[src/rtl/cmpclr_pkg.sv]
package cmpclr_pkg;
  localparam int ADDR_W = 2;
  localparam logic [ADDR_W-1:0] A_CTRL = 2'd0;
  localparam logic [ADDR_W-1:0] A_CMP  = 2'd1;
  localparam logic [ADDR_W-1:0] A_CAP  = 2'd2;
  localparam int B_RUN = 4;
  localparam int B_CAP = 6;

  typedef enum logic [1:0] {
    SRC_COARSE = 2'd0,
    SRC_MID    = 2'd1,
    SRC_FINE   = 2'd2,
    SRC_SLOW   = 2'd3
  } src_e;
endpackage

[src/rtl/cmpclr_prescale.sv]
module cmpclr_prescale #(
  parameter int COARSE_LOG2 = 11,
  parameter int MID_LOG2    = 7,
  parameter int FINE_LOG2   = 3,
  parameter int SLOW_LOG2   = 3
) (
  input  logic             clk,
  input  logic             rst,
  input  logic             slow_en,
  input  cmpclr_pkg::src_e sel,
  output logic             tick
);
  import cmpclr_pkg::*;

  logic [COARSE_LOG2-1:0] div_q;
  logic tap_c, tap_m, tap_f, tap_s;

  always_ff @(posedge clk) begin
    if (rst) div_q <= '0;
    else     div_q <= div_q + 1'b1;
  end

  assign tap_c = &div_q[COARSE_LOG2-1:0];
  assign tap_m = &div_q[MID_LOG2-1:0];
  assign tap_f = &div_q[FINE_LOG2-1:0];

  generate
    if (SLOW_LOG2 == 0) begin : g_slow_direct
      assign tap_s = slow_en;
    end else begin : g_slow_div
      logic [SLOW_LOG2-1:0] slow_q;
      always_ff @(posedge clk) begin
        if (rst)          slow_q <= '0;
        else if (slow_en) slow_q <= slow_q + 1'b1;
      end
      assign tap_s = slow_en && (&slow_q);
    end
  endgenerate

  always_ff @(posedge clk) begin
    if (rst) tick <= 1'b0;
    else begin
      unique case (sel)
        SRC_COARSE: tick <= tap_c;
        SRC_MID:    tick <= tap_m;
        SRC_FINE:   tick <= tap_f;
        default:    tick <= tap_s;
      endcase
    end
  end
endmodule

[src/rtl/cmpclr_count.sv]
module cmpclr_count #(
  parameter int DATA_W = 16
) (
  input  logic              clk,
  input  logic              rst,
  input  logic              run,
  input  logic              tick,
  input  logic [DATA_W-1:0] cmp,
  output logic [DATA_W-1:0] count,
  output logic              irq
);
  logic [DATA_W-1:0] count_nx;
  logic              hit;

  assign count_nx = count + 1'b1;
  assign hit      = (count_nx == cmp);

  always_ff @(posedge clk) begin
    if (rst) begin
      count <= '0;
      irq   <= 1'b0;
    end else begin
      irq <= 1'b0;
      if (!run) begin
        count <= '0;
      end else if (tick) begin
        if (hit) begin
          count <= '0;
          irq   <= 1'b1;
        end else begin
          count <= count_nx;
        end
      end
    end
  end
endmodule

[src/rtl/cmpclr_regs.sv]
module cmpclr_regs #(
  parameter int DATA_W = 16
) (
  input  logic                            clk,
  input  logic                            rst,
  input  logic                            wr_en,
  input  logic [cmpclr_pkg::ADDR_W-1:0]   wr_addr,
  input  logic [DATA_W-1:0]               wr_data,
  input  logic [cmpclr_pkg::ADDR_W-1:0]   rd_addr,
  input  logic [DATA_W-1:0]               count,
  output logic                            run,
  output cmpclr_pkg::src_e                sel,
  output logic [DATA_W-1:0]               cmp,
  output logic [DATA_W-1:0]               cap,
  output logic [DATA_W-1:0]               rd_data
);
  import cmpclr_pkg::*;

  logic ctrl_wr, cap_strobe;

  assign ctrl_wr    = wr_en && (wr_addr == A_CTRL);
  assign cap_strobe = ctrl_wr && wr_data[B_CAP];

  always_ff @(posedge clk) begin
    if (rst) begin
      run <= 1'b0;
      sel <= SRC_COARSE;
    end else if (ctrl_wr) begin
      run <= wr_data[B_RUN];
      sel <= src_e'(wr_data[1:0]);
    end
  end

  always_ff @(posedge clk) begin
    if (rst)                             cmp <= '0;
    else if (wr_en && wr_addr == A_CMP)  cmp <= wr_data;
  end

  always_ff @(posedge clk) begin
    if (rst)             cap <= '0;
    else if (cap_strobe) cap <= count;
  end

  always_ff @(posedge clk) begin
    if (rst) rd_data <= '0;
    else begin
      unique case (rd_addr)
        A_CMP:   rd_data <= cmp;
        A_CAP:   rd_data <= cap;
        default: rd_data <= '0;
      endcase
    end
  end
endmodule

[src/rtl/cmpclr_timer.sv]
module cmpclr_timer #(
  parameter int DATA_W      = 16,
  parameter int COARSE_LOG2 = 11,
  parameter int MID_LOG2    = 7,
  parameter int FINE_LOG2   = 3,
  parameter int SLOW_LOG2   = 3
) (
  input  logic                          clk,
  input  logic                          rst,
  input  logic                          slow_tick,
  input  logic                          wr_en,
  input  logic [cmpclr_pkg::ADDR_W-1:0] wr_addr,
  input  logic [DATA_W-1:0]             wr_data,
  input  logic [cmpclr_pkg::ADDR_W-1:0] rd_addr,
  output logic [DATA_W-1:0]             rd_data,
  output logic                          irq
);
  import cmpclr_pkg::*;

  logic              run_w, tick_w;
  src_e              sel_w;
  logic [DATA_W-1:0] cmp_w, cap_w, count_w;

  cmpclr_regs #(.DATA_W(DATA_W)) regs_i (
    .clk(clk), .rst(rst), .wr_en(wr_en), .wr_addr(wr_addr),
    .wr_data(wr_data), .rd_addr(rd_addr), .count(count_w),
    .run(run_w), .sel(sel_w), .cmp(cmp_w), .cap(cap_w), .rd_data(rd_data)
  );

  cmpclr_prescale #(
    .COARSE_LOG2(COARSE_LOG2), .MID_LOG2(MID_LOG2),
    .FINE_LOG2(FINE_LOG2), .SLOW_LOG2(SLOW_LOG2)
  ) pre_i (
    .clk(clk), .rst(rst), .slow_en(slow_tick), .sel(sel_w), .tick(tick_w)
  );

  cmpclr_count #(.DATA_W(DATA_W)) cnt_i (
    .clk(clk), .rst(rst), .run(run_w), .tick(tick_w),
    .cmp(cmp_w), .count(count_w), .irq(irq)
  );
endmodule

[config.mk]
export PLATFORM = sky130hd
export DESIGN_NAME = cmpclr_timer
export DESIGN_NICKNAME = d
export VERILOG_FILES = /design/src/rtl/cmpclr_pkg.sv /design/src/rtl/cmpclr_prescale.sv /design/src/rtl/cmpclr_count.sv /design/src/rtl/cmpclr_regs.sv /design/src/rtl/cmpclr_timer.sv
export SDC_FILE = /design/constraint.sdc
export NUM_CORES = 1
export LEC_CHECK = 0
export BUFFER_PORTS_ARGS = -buffer_cell sky130_fd_sc_hd__buf_2
export CAP_MARGIN = 10
export CORE_ASPECT_RATIO = 1.1
export CORE_MARGIN = 2
export CORE_UTILIZATION = 37
export DETAILED_ROUTE_END_ITERATION = 10
export SLEW_MARGIN = 30
export SYNTH_ARGS = -nofsm -noshare
export SYNTH_HDL_FRONTEND = slang
export SYNTH_SLANG_ARGS = --single-unit
export TNS_END_PERCENT = 1
[constraint.sdc]
create_clock -name clk -period 3.5 [get_ports clk]
set_input_delay 0.7 -clock clk [delete_from_list [all_inputs] [get_ports clk]]
set_output_delay 0.7 -clock clk [all_outputs]
set_load 0.01 [all_outputs]
==> results of run 1 <==
registers in the layout, indices dropped and copies added, names as in the netlist:
name and flops:
pre_i.g_slow_div.slow_q 3, pre_i.div_q 11, pre_i.tick 1, regs_i.rd_data 16, regs_i.sel 2, regs_i.cap 16, regs_i.cmp 16, cnt_i.irq 1
cnt_i.count 16, regs_i.run 1
cell type report:
cell class	count	area [um2]
Tap cell	120	150
Inverter	7	26.3
Multi-Input combinational cell	325	1930
Fill cell	1031	5620
Clock buffer	9	124
Sequential cell	83	1660
Clock inverter	7	96.3
Timing Repair Buffer	50	275
per-layer routing:
layer | global-route usage [%] | up-vias | share of wire (%)
met4 | 5.87 | 0 | 1.0
met3 | 3.22 | 9 | 4.8
met1 | 23.0 | 1514 | 45
met2 | 28.7 | 68 | 49
li1 | - | 1608 | -
met5 | 0 | - | 0
cells by family after synthesis:
family          share of synthesized area (%)
xor+xnor                                 7.32
mux                                      1.32
simple gates                             24.7
flops                                    44.0
compound gates                           15.5
buf+inv                                  4.87
fa+ha+maj                                2.32
cell usage after synthesis (5+ instances only):
cell	number	share of area (%)
sky130_fd_sc_hd__nand2_1	89	8.8
sky130_fd_sc_hd__a22oi_1	16	3.2
sky130_fd_sc_hd__a22oi_2	5	1.7
sky130_fd_sc_hd__mux2i_1	5	1.3
sky130_fd_sc_hd__o21ai_0	7	0.93
sky130_fd_sc_hd__clkbuf_1	20	2.0
sky130_fd_sc_hd__ha_1	7	2.3
sky130_fd_sc_hd__xor2_1	13	3.0
sky130_fd_sc_hd__inv_1	7	0.70
sky130_fd_sc_hd__o31ai_1	7	1.4
sky130_fd_sc_hd__and3_1	9	1.5
sky130_fd_sc_hd__a21oi_1	38	5.0
sky130_fd_sc_hd__nor2_1	37	3.7
sky130_fd_sc_hd__nand4_1	11	1.8
sky130_fd_sc_hd__nor3_1	6	0.79
sky130_fd_sc_hd__buf_2	6	0.79
sky130_fd_sc_hd__nor2b_1	5	0.83
sky130_fd_sc_hd__xnor2_1	16	3.7
sky130_fd_sc_hd__buf_4	6	1.2
sky130_fd_sc_hd__dfxtp_1	83	44
sky130_fd_sc_hd__nand3_1	14	1.9
metrics by stage:
stage,instance area [um2],total power [mW]
finish,4270,1.84
CTS,4270,1.86
detailed placement,4050,1.08
global placement,4050,1.08
floorplan,3780,1.05
global route,4270,1.91
where the power goes:
group	switching, mW	leakage [nW]	internal (mW)	total [mW]
Clock	0.371	0.114	0.407	0.779
Combinational	0.0538	0.757	0.0359	0.0897
Sequential	0.0130	0.671	0.957	0.970
Total	0.438	1.54	1.40	1.84
worst max-delay path, stage by stage, from the launching register on:
cell and delay (ps):
sky130_fd_sc_hd__dfxtp_1 490, sky130_fd_sc_hd__ha_1 330, sky130_fd_sc_hd__nand3_4 160, sky130_fd_sc_hd__or4_4 570, sky130_fd_sc_hd__xnor2_1 220, sky130_fd_sc_hd__nand4_1 110, sky130_fd_sc_hd__a2111o_1 380, sky130_fd_sc_hd__nand3_1 380
sky130_fd_sc_hd__o311ai_1 160
how the worst max path moves through the flow:
stage | end | cells past startpoint | start
after floorplan | cnt_i.count[12]$_SDFFE_PP0P_ | 9 | cnt_i.count[0]$_SDFFE_PP0P_
after global placement | cnt_i.count[6]$_SDFFE_PP0P_ | 8 | cnt_i.count[0]$_SDFFE_PP0P_
after detailed placement | cnt_i.count[6]$_SDFFE_PP0P_ | 8 | cnt_i.count[0]$_SDFFE_PP0P_
after CTS | cnt_i.count[6]$_SDFFE_PP0P_ | 8 | cnt_i.count[0]$_SDFFE_PP0P_
after global routing | cnt_i.count[6]$_SDFFE_PP0P_ | 8 | cnt_i.count[0]$_SDFFE_PP0P_
final | cnt_i.count[6]$_SDFFE_PP0P_ | 8 | cnt_i.count[0]$_SDFFE_PP0P_
==> impl_results.rst, run 1 <==
.. list-table::
   :header-rows: 1

   * - Metric
     - Value
   * - Highest-count cells in the layout ignoring fill and taps
     - 89 x sky130_fd_sc_hd__nand2_1, 83 x sky130_fd_sc_hd__dfxtp_1, 40 x sky130_fd_sc_hd__buf_2
   * - Worst supply voltage drop on vdd
     - 250 uV
   * - Cell at the root of the clock tree
     - sky130_fd_sc_hd__clkbuf_8
   * - Antenna violations before repair
     - 0
   * - Die Y-Extent
     - 110 um
   * - Worst EP required
     - 3730 ps
   * - Count of vias placed by the detailed router
     - 3,199
   * - Final cell utilization of the core
     - 43.1%
   * - Count of unresolved DRC violations after routing
     - 0
   * - YS warnings
     - 0
   * - Ys async rst share
     - 0%
   * - Hold_buf cts
     - 0
   * - Worst hold path endpoint
     - regs_i.cap[15]$_SDFFE_PP0P_
   * - Horizontal die dimension
     - 100 um
   * - Area added between synthesis and finish
     - 12.9%
   * - Routed wire per std cell
     - 14.9 um
   * - Max-cap violation count
     - 0
   * - Post-synthesis sequential element count
     - 83
   * - Setup-violating endpoint count in the final report
     - 0
   * - H-tree depth
     - 3
   * - Final wirelength
     - 8.98 mm
   * - Terminus of the critical flop-to-flop path
     - cnt_i.count[6]$_SDFFE_PP0P_
   * - Worst slack after detailed placement
     - 586 ps
   * - Cell total after placement
     - 585
   * - Relative max-transition margin
     - 43.6%
   * - Number of diodes added for antenna fixing
     - 0
   * - Clk sinks
     - 83
   * - Measured slew at the worst slew-check pin
     - 846 ps
   * - Post-synth EDFFs
     - 0
   * - Net count, final
     - 507
   * - Share of final-layout standard cells stronger than drive strength 1
     - 16.2%
   * - Longest Clk Path Bufs
     - 2
   * - Startpoint class of the critical path
     - flip-flop
   * - Worst flop-to-flop path startpoint
     - cnt_i.count[0]$_SDFFE_PP0P_
   * - Result of the run
     - finished clean
   * - Period utilization
     - 83.8%
   * - Primary flip-flop cell chosen by synthesis mapping
     - sky130_fd_sc_hd__dfxtp_1
   * - Maximum number of pins on one net before global-route repair
     - 52
   * - Half-perimeter wire length after detailed placement
     - 6.38 mm
   * - Fin worst setup slack
     - 567 ps
   * - Cell Count, Final, Fillers Out
     - 601
   * - Overall die area
     - 11,000 um2
   * - Global-route wire length before repair
     - 15.0 mm
   * - Power per standard cell area
     - 431 nW/um2
   * - Count of boundary I/O pins
     - 41
   * - Commonest non-fill, non-tap cell in the layout
     - sky130_fd_sc_hd__nand2_1
   * - Gate count of the mapped netlist
     - 449
   * - Critical path class
     - reg -> reg
   * - Count of cells resized by post-cts repair
     - 0
   * - Vias in the first global route
     - 3,019
   * - Worst Clk Skew
     - 7.92 ps
   * - Avg Synthesized Cell Area
     - 8.41 um2
   * - GPL Wtd Cong
     - 0.854
   * - Critical path arrival
     - 3160 ps
   * - Total congestion overflow
     - 0
   * - Fraction of the yosys area taken by sequential cells
     - 44.0%
   * - Number of port buffers
     - 40
   * - Final Hold Viols
     - 0
   * - Average vias per placed instance
     - 5.32
   * - Peak clock frequency supported by timing
     - 341 MHz
   * - Hold slack
     - 457 ps
   * - R2r worst-path depth
     - 8
   * - Count of distinct cell types in the synthesized netlist
     - 50
   * - Setup repair after global routing missed its margin
     - false
   * - Number of nets with antenna violations after detailed routing
     - 0
   * - Worst hold-check path type
     - reg -> reg
   * - Netlist area before placement
     - 3780 um2
   * - Buffers inserted during post-CTS setup optimization
     - 0
   * - Critical path capture point type
     - flip-flop
   * - Clock slew seen by the registers of the worst setup and hold paths
     - 90 ps
   * - Clock period minus final worst setup slack
     - 2930 ps
   * - Total iterations of the first detailed-routing run
     - 6
   * - Starting DRT DRC Count
     - 193
   * - Top fanout value on the critical path
     - 11
   * - Net count after synthesis
     - 480
   * - Initial Utilization
     - 38.2%
   * - Core Footprint
     - 9890 um2
   * - Clock tree from TritonCTS
     - built
   * - Total GRT Usage
     - 17.4%
   * - Row count
     - 38
   * - Count of final max-slew check failures
     - 0
   * - Hold path cells
     - 2
   * - Total clock buffers created by CTS
     - 9
   * - Setup slack, reg-to-reg
     - 570 ps
   * - Sum Neg Setup Slack
     - 0 ps
   * - Leakage component of the power
     - 1.54 nW
   * - Hold Path Origin
     - regs_i.cap[15]$_SDFFE_PP0P_
   * - Clock latency of the later-clocked register in the worst-skew pair
     - 360 ps
Note: power is estimated with default switching activity, not from simulation.
==> run 2: changes to the inputs <==
==> constraint.sdc (replaced) <==
create_clock -name clk -period 2.73 [get_ports clk]
set_input_delay 0.546 -clock clk [delete_from_list [all_inputs] [get_ports clk]]
set_output_delay 0.546 -clock clk [all_outputs]
set_load 0.01 [all_outputs]
==> run 2 against run 1 <==
  * Routed wire length decreased by 1.2%
  * Final area increased by 1.2%
  * Fmax increased by 16%
  * Utilization increased by 0.53 points
  * Die area unchanged
  * Total power increased by 18%
  * Combinational power increased by 29%
  * Non-clock buffer count increased by 12
  * Hold slack got worse by 51 ps
  * Critical path depth increased by 1
  * Cell count increased by 2.0%
  * Via count increased by 0.50%
  * Critical path type unchanged
  * Largest cell class unchanged
  * Highest routed layer unchanged
==> impl_results.rst, run 2 (same netlist as run 1, synthesis figures left out) <==
.. list-table::
   :header-rows: 1

   * - Metric
     - Value
   * - Highest-count cells in the layout ignoring fill and taps
     - 89 x sky130_fd_sc_hd__nand2_1, 81 x sky130_fd_sc_hd__dfxtp_1, 40 x sky130_fd_sc_hd__buf_2 (was 89 x sky130_fd_sc_hd__nand2_1, 83 x sky130_fd_sc_hd__dfxtp_1, 40 x sky130_fd_sc_hd__buf_2)
   * - Sum Neg Setup Slack
     - 0 ps (unchanged)
   * - CP endpoint
     - cnt_i.count[2]$_SDFFE_PP0P_ (was cnt_i.count[6]$_SDFFE_PP0P_)
   * - Longest Clk Path Bufs
     - 2 (unchanged)
   * - Count of boundary I/O pins
     - 41 (unchanged)
   * - Power per standard cell area
     - 504 nW/um2 (was 431 nW/um2)
   * - Tot Pwr
     - 2.18 mW (was 1.84 mW)
   * - Worst Clk Skew
     - 14.7 ps (was 7.92 ps)
   * - Final Hold Viols
     - 0 (unchanged)
   * - Measured slew at the worst slew-check pin
     - 723 ps (was 846 ps)
   * - Relative max-transition margin
     - 51.7% (was 43.6%)
   * - Worst EP required
     - 2970 ps (was 3730 ps)
   * - Total iterations of the first detailed-routing run
     - 5 (was 6)
   * - Clk sinks
     - 83 (unchanged)
   * - Count of vias placed by the detailed router
     - 3,215 (was 3,199)
   * - Average vias per placed instance
     - 5.24 (was 5.32)
   * - Top fanout value on the critical path
     - 7 (was 11)
   * - R2r worst-path depth
     - 9 (was 8)
   * - Fill cells
     - 1,025 (was 1,031)
   * - Half-perimeter wire length after detailed placement
     - 6.35 mm (was 6.38 mm)
   * - Critical path capture point type
     - flip-flop (unchanged)
   * - Worst flop-to-flop path startpoint
     - cnt_i.count[0]$_SDFFE_PP0P_ (unchanged)
   * - Total GRT Usage
     - 17.1% (was 17.4%)
   * - Worst supply voltage drop on vdd
     - 313 uV (was 250 uV)
   * - H-tree depth
     - 3 (unchanged)
   * - Leakage component of the power
     - 1.58 nW (was 1.54 nW)
   * - Clock tree from TritonCTS
     - built (unchanged)
   * - Maximum number of pins on one net before global-route repair
     - 50 (was 52)
   * - Global-route wire length before repair
     - 14.8 mm (was 15.0 mm)
   * - Critical path startpoint
     - cnt_i.count[0]$_SDFFE_PP0P_ (unchanged)
   * - Share of final-layout standard cells stronger than drive strength 1
     - 18.7% (was 16.2%)
   * - Critical path arrival
     - 2770 ps (was 3160 ps)
   * - Area added between synthesis and finish
     - 14.3% (was 12.9%)
   * - Initial Utilization
     - 38.2% (unchanged)
   * - Max-cap violation count
     - 0 (unchanged)
   * - Number of diodes added for antenna fixing
     - 0 (unchanged)
   * - Setup-violating endpoint count in the final report
     - 0 (unchanged)
   * - Result of the run
     - finished clean (unchanged)
   * - Horizontal die dimension
     - 100 um (unchanged)
   * - Final wirelength
     - 8.88 mm (was 8.98 mm)
   * - Routed wire per std cell
     - 14.5 um (was 14.9 um)
   * - Overall die area
     - 11,000 um2 (unchanged)
   * - Cell at the root of the clock tree
     - sky130_fd_sc_hd__clkbuf_8 (unchanged)
   * - Period utilization
     - 92.7% (was 83.8%)
   * - Die Y-Extent
     - 110 um (unchanged)
   * - Total congestion overflow
     - 0 (unchanged)
   * - Vias in the first global route
     - 3,071 (was 3,019)
   * - Hold slack
     - 406 ps (was 457 ps)
   * - Count of final max-slew check failures
     - 0 (unchanged)
   * - Setup slack, reg-to-reg
     - 200 ps (was 570 ps)
   * - Critical path class
     - reg -> reg (unchanged)
   * - Count of unresolved DRC violations after routing
     - 0 (unchanged)
   * - Row count
     - 38 (unchanged)
   * - Starting DRT DRC Count
     - 138 (was 193)
   * - Clock latency of the later-clocked register in the worst-skew pair
     - 370 ps (was 360 ps)
   * - Total clock buffers created by CTS
     - 9 (unchanged)
   * - Core Footprint
     - 9890 um2 (unchanged)
   * - Clock slew seen by the registers of the worst setup and hold paths
     - 80 ps (was 90 ps)
   * - Net count, final
     - 519 (was 507)
   * - GPL Wtd Cong
     - 0.876 (was 0.854)
   * - Number of port buffers
     - 40 (unchanged)
   * - Startpoint class of the critical path
     - flip-flop (unchanged)
   * - Clock period minus final worst setup slack
     - 2530 ps (was 2930 ps)
   * - Peak clock frequency supported by timing
     - 395 MHz (was 341 MHz)
   * - Commonest non-fill, non-tap cell in the layout
     - sky130_fd_sc_hd__nand2_1 (unchanged)
   * - Antenna violations before repair
     - 0 (unchanged)
   * - Worst hold-check path type
     - in -> reg (was reg -> reg)
   * - Terminus of the critical flop-to-flop path
     - cnt_i.count[2]$_SDFFE_PP0P_ (was cnt_i.count[6]$_SDFFE_PP0P_)
   * - Number of nets with antenna violations after detailed routing
     - 0 (unchanged)
   * - Setup repair after global routing missed its margin
     - false (unchanged)
[run 2: worst min path at each step]
stage,startpoint,cells after the start,endpoint,slack (ps)
floorplan,pre_i.div_q[0]$_SDFF_PP0_,1,pre_i.div_q[0]$_SDFF_PP0_,430
global placement,regs_i.cap[9]$_SDFFE_PP0P_,2,regs_i.cap[9]$_SDFFE_PP0P_,440
detailed placement,regs_i.cap[0]$_SDFFE_PP0P_,2,regs_i.cap[0]$_SDFFE_PP0P_,450
CTS,rst,2,regs_i.sel[1]$_SDFFE_PP0P_,380
global route,rst,2,pre_i.tick$_SDFF_PP0_,400
finish,rst,2,regs_i.sel[1]$_SDFFE_PP0P_,410
[run 2: per-stage QoR]
step                setup slack, ps  instance area (um2)  instances  util (%)
floorplan                       164                 3780        449         -
global placement                145                 4130        596      41.7
detailed placement              153                 4130        596      41.7
CTS                             117                 4300        612      43.5
global route                   10.1                 4320        613      43.7
finish                          199                 4320        613      43.7
[run 2: what timing repair did]
action,in CTS,in global routing
resized for setup,0,4
hold buffers,0,0
buffers inserted,0,1
setup endpoints to repair,0,12
[run 2: critical path: stages (launching register included)]
cell	delay (ps)
sky130_fd_sc_hd__dfxtp_1	340
sky130_fd_sc_hd__buf_4	150
sky130_fd_sc_hd__nand4_1	220
sky130_fd_sc_hd__or4_4	620
sky130_fd_sc_hd__xnor2_1	200
sky130_fd_sc_hd__o211ai_1	120
sky130_fd_sc_hd__a2111o_1	340
sky130_fd_sc_hd__buf_4	180
sky130_fd_sc_hd__nor2_1	170
sky130_fd_sc_hd__nor3_1	70
[run 2: power breakdown]
group	internal, mW	leakage (nW)	switching (mW)	total, mW
clock	0.359	0.0901	0.458	0.817
sequential	1.23	0.672	0.0168	1.24
combinational	0.0469	0.814	0.0690	0.116
[run 2: layout make-up]
| cell class | instances | area [um2] | share of cell area [%] |
|---|---|---|---|
| tap | 120 | 150 | 3.48 |
| sequential | 83 | 1660 | 38.5 |
| clock buffer | 11 | 141 | 3.27 |
| timing repair buffer | 62 | 365 | 8.46 |
| multi-input combinational | 325 | 1940 | 44.8 |
| inverter | 7 | 26.3 | 0.609 |
| clock inverter | 5 | 35.0 | 0.811 |
[run 2: layer usage]
layer  part of all wire, %  global-route usage (%)  vias up
met3                   3.8                    3.59       11
met1                    46                    22.3     1517
met5                     0                       0        -
met4                   1.4                    6.26        0
met2                    49                    28.0       52
li1                      -                       -     1635
==> run 3: changes to the inputs <==
--- a/config.mk
+++ b/config.mk
@@ -7,10 +7,14 @@
 export LEC_CHECK = 0
 export BUFFER_PORTS_ARGS = -buffer_cell sky130_fd_sc_hd__buf_2
 export CAP_MARGIN = 10
+export CELL_PAD_IN_SITES_DETAIL_PLACEMENT = 0
+export CELL_PAD_IN_SITES_GLOBAL_PLACEMENT = 1
 export CORE_ASPECT_RATIO = 1.1
 export CORE_MARGIN = 2
 export CORE_UTILIZATION = 37
 export DETAILED_ROUTE_END_ITERATION = 10
+export PLACE_DENSITY_LB_ADDON = 0.1
+export REMOVE_ABC_BUFFERS = 1
 export SLEW_MARGIN = 30
 export SYNTH_ARGS = -nofsm -noshare
 export SYNTH_HDL_FRONTEND = slang
==> constraint.sdc (replaced) <==
create_clock -name clk -period 2.73 [get_ports clk]
set_input_delay 0.273 -clock clk [delete_from_list [all_inputs] [get_ports clk]]
set_output_delay 0.273 -clock clk [all_outputs]
set_load 0.01 [all_outputs]
==> run 3 against run 2 <==
  * Sequential share of layout area fell by 0.48 points
  * First-iteration DRC count is 6.5% lower
  * Global-route usage rose by 1.7 points
  * Largest power group unchanged
  * Die area stayed put
==> impl_results.rst, run 3 (same netlist as run 1, synthesis figures left out) <==
.. list-table::
   :header-rows: 1

   * - Metric
     - Value
   * - Result of the run
     - finished clean (unchanged)
   * - Startpoint class of the critical path
     - flip-flop (unchanged)
   * - Final Hold Viols
     - 0 (unchanged)
   * - Sum Neg Setup Slack
     - 0 ps (unchanged)
   * - Overall die area
     - 11,000 um2 (unchanged)
   * - Tot Pwr
     - 2.35 mW (was 2.18 mW)
   * - Total GRT Usage
     - 18.8% (was 17.1%)
   * - Number of port buffers
     - 40 (unchanged)
   * - Worst hold-check path type
     - in -> reg (unchanged)
   * - Core Footprint
     - 9890 um2 (unchanged)
   * - Initial Utilization
     - 38.2% (unchanged)
   * - Average vias per placed instance
     - 5.21 (was 5.24)
   * - Setup-violating endpoint count in the final report
     - 0 (unchanged)
   * - Max-cap violation count
     - 0 (unchanged)
   * - Clk sinks
     - 83 (unchanged)
   * - Row count
     - 38 (unchanged)
   * - Leakage component of the power
     - 1.60 nW (was 1.58 nW)
   * - Number of nets with antenna violations after detailed routing
     - 0 (unchanged)
   * - Antenna violations before repair
     - 0 (unchanged)
   * - Maximum number of pins on one net before global-route repair
     - 52 (was 50)
   * - Final wirelength
     - 9.43 mm (was 8.88 mm)
   * - Fill cells
     - 1,036 (was 1,025)
   * - Worst Clk Skew
     - 11.1 ps (was 14.7 ps)
   * - Highest-count cells in the layout ignoring fill and taps
     - 89 x sky130_fd_sc_hd__nand2_1, 82 x sky130_fd_sc_hd__dfxtp_1, 40 x sky130_fd_sc_hd__buf_2 (was 89 x sky130_fd_sc_hd__nand2_1, 81 x sky130_fd_sc_hd__dfxtp_1, 40 x sky130_fd_sc_hd__buf_2)
   * - H-tree depth
     - 3 (unchanged)
   * - Cell at the root of the clock tree
     - sky130_fd_sc_hd__clkbuf_8 (unchanged)
   * - Worst supply voltage drop on vdd
     - 208 uV (was 313 uV)
   * - GPL Wtd Cong
     - 0.816 (was 0.876)
   * - Share of final-layout standard cells stronger than drive strength 1
     - 18.5% (was 18.7%)
   * - Hold_buf cts
     - 0 (unchanged)
   * - Critical path arrival
     - 2810 ps (was 2770 ps)
   * - Horizontal die dimension
     - 100 um (unchanged)
   * - Critical path class
     - reg -> reg (unchanged)
   * - Worst EP required
     - 2980 ps (was 2970 ps)
   * - Period utilization
     - 93.9% (was 92.7%)
   * - Area added between synthesis and finish
     - 15.7% (was 14.3%)
   * - Total clock buffers created by CTS
     - 9 (unchanged)
   * - Fin worst setup slack
     - 166 ps (was 199 ps)
   * - Count of final max-slew check failures
     - 0 (unchanged)
   * - Total cell area at the placement stage
     - 4140 um2 (was 4130 um2)
   * - Clock latency of the later-clocked register in the worst-skew pair
     - 370 ps (about the same)
   * - Worst slack after detailed placement
     - 108 ps (was 153 ps)
   * - Final cell utilization of the core
     - 44.2% (was 43.7%)
   * - Net count, final
     - 519 (unchanged)
   * - Cell Count, Final, Fillers Out
     - 613 (unchanged)
   * - Cell total after placement
     - 596 (unchanged)
   * - Vias in the first global route
     - 3,039 (was 3,071)
   * - Commonest non-fill, non-tap cell in the layout
     - sky130_fd_sc_hd__nand2_1 (unchanged)
   * - Register Area
     - 1660 um2 (about the same)
   * - Longest Clk Path Bufs
     - 2 (unchanged)
   * - Measured slew at the worst slew-check pin
     - 786 ps (was 723 ps)
   * - Top fanout value on the critical path
     - 9 (was 7)
   * - Starting DRT DRC Count
     - 129 (was 138)
   * - Relative max-transition margin
     - 47.4% (was 51.7%)
   * - Count of vias placed by the detailed router
     - 3,193 (was 3,215)
   * - Multi-input logic area
     - 1940 um2 (unchanged)
   * - Number of diodes added for antenna fixing
     - 0 (unchanged)
   * - Setup repair after global routing missed its margin
     - false (unchanged)
   * - Count of boundary I/O pins
     - 41 (unchanged)
   * - Total iterations of the first detailed-routing run
     - 4 (was 5)
   * - Routed wire per std cell
     - 15.4 um (was 14.5 um)
   * - Clock period minus final worst setup slack
     - 2560 ps (was 2530 ps)
   * - Total congestion overflow
     - 0 (unchanged)
   * - Summed area of non-filler cells in the final layout
     - 4370 um2 (was 4320 um2)
   * - Global-route wire length before repair
     - 15.7 mm (was 14.8 mm)
   * - Hold slack
     - 130 ps (was 406 ps)
   * - Half-perimeter wire length after detailed placement
     - 6.64 mm (was 6.35 mm)
   * - Power per standard cell area
     - 538 nW/um2 (was 504 nW/um2)
   * - Die Y-Extent
     - 110 um (unchanged)
   * - Critical path capture point type
     - flip-flop (unchanged)
   * - Clock tree from TritonCTS
     - built (unchanged)
   * - Peak clock frequency supported by timing
     - 390 MHz (was 395 MHz)
   * - Clock slew seen by the registers of the worst setup and hold paths
     - 90 ps (was 80 ps)
   * - Count of unresolved DRC violations after routing
     - 0 (unchanged)
## run 3: area by class of cell
class | count | share of cell area [%]
repair buffers | 62 | 8.65
multi-input cells | 325 | 44.3
well taps | 120 | 3.44
inverters | 7 | 0.601
clock buffers | 10 | 2.92
clock inverters | 6 | 2.03
flip-flops and latches | 83 | 38.1
## run 3: repair_timing
| action | CTS | global route |
|---|---|---|
| resized for setup | 0 | 3 |
| buffers inserted | 0 | 1 |
| setup endpoints to repair | 0 | 11 |
## run 3: worst max-delay path, cell delays in order, from the launching register on
cell	delay, ps
sky130_fd_sc_hd__dfxtp_1	350
sky130_fd_sc_hd__ha_2	250
sky130_fd_sc_hd__nand3_4	140
sky130_fd_sc_hd__or4_4	570
sky130_fd_sc_hd__xnor2_1	190
sky130_fd_sc_hd__nand4_1	110
sky130_fd_sc_hd__a2111o_1	380
sky130_fd_sc_hd__nand3_1	220
sky130_fd_sc_hd__buf_12	160
sky130_fd_sc_hd__o311ai_1	90
## run 3: worst paths after layout
check                           slack, ps  cells past startpoint                           to                         from
worst max-delay path                  170                      9  cnt_i.count[6]$_SDFFE_PP0P_  cnt_i.count[1]$_SDFFE_PP0P_
worst max register to register        170                      9  cnt_i.count[6]$_SDFFE_PP0P_  cnt_i.count[1]$_SDFFE_PP0P_
worst min-delay path                  130                      3   regs_i.cmp[2]$_SDFFE_PP0P_                   wr_data[2]
worst min register to register        460                      2  regs_i.cap[11]$_SDFFE_PP0P_  regs_i.cap[11]$_SDFFE_PP0P_
## run 3: layer usage
| layer | global-route usage (%) | vias to the layer above | routed length [um] |
|---|---|---|---|
| li1 | - | 1632 | - |
| met5 | 0 | - | 0 |
| met1 | 22.1 | 1494 | 4130 |
| met4 | 7.73 | 0 | 210 |
| met2 | 33.1 | 51 | 4810 |
| met3 | 4.10 | 16 | 279 |
## run 3: where the power goes
part	switching, mW	internal, mW	total [mW]
clock	0.471	0.517	0.988
sequential	0.0155	1.23	1.24
combinational	0.0731	0.0465	0.120
total	0.559	1.79	2.35
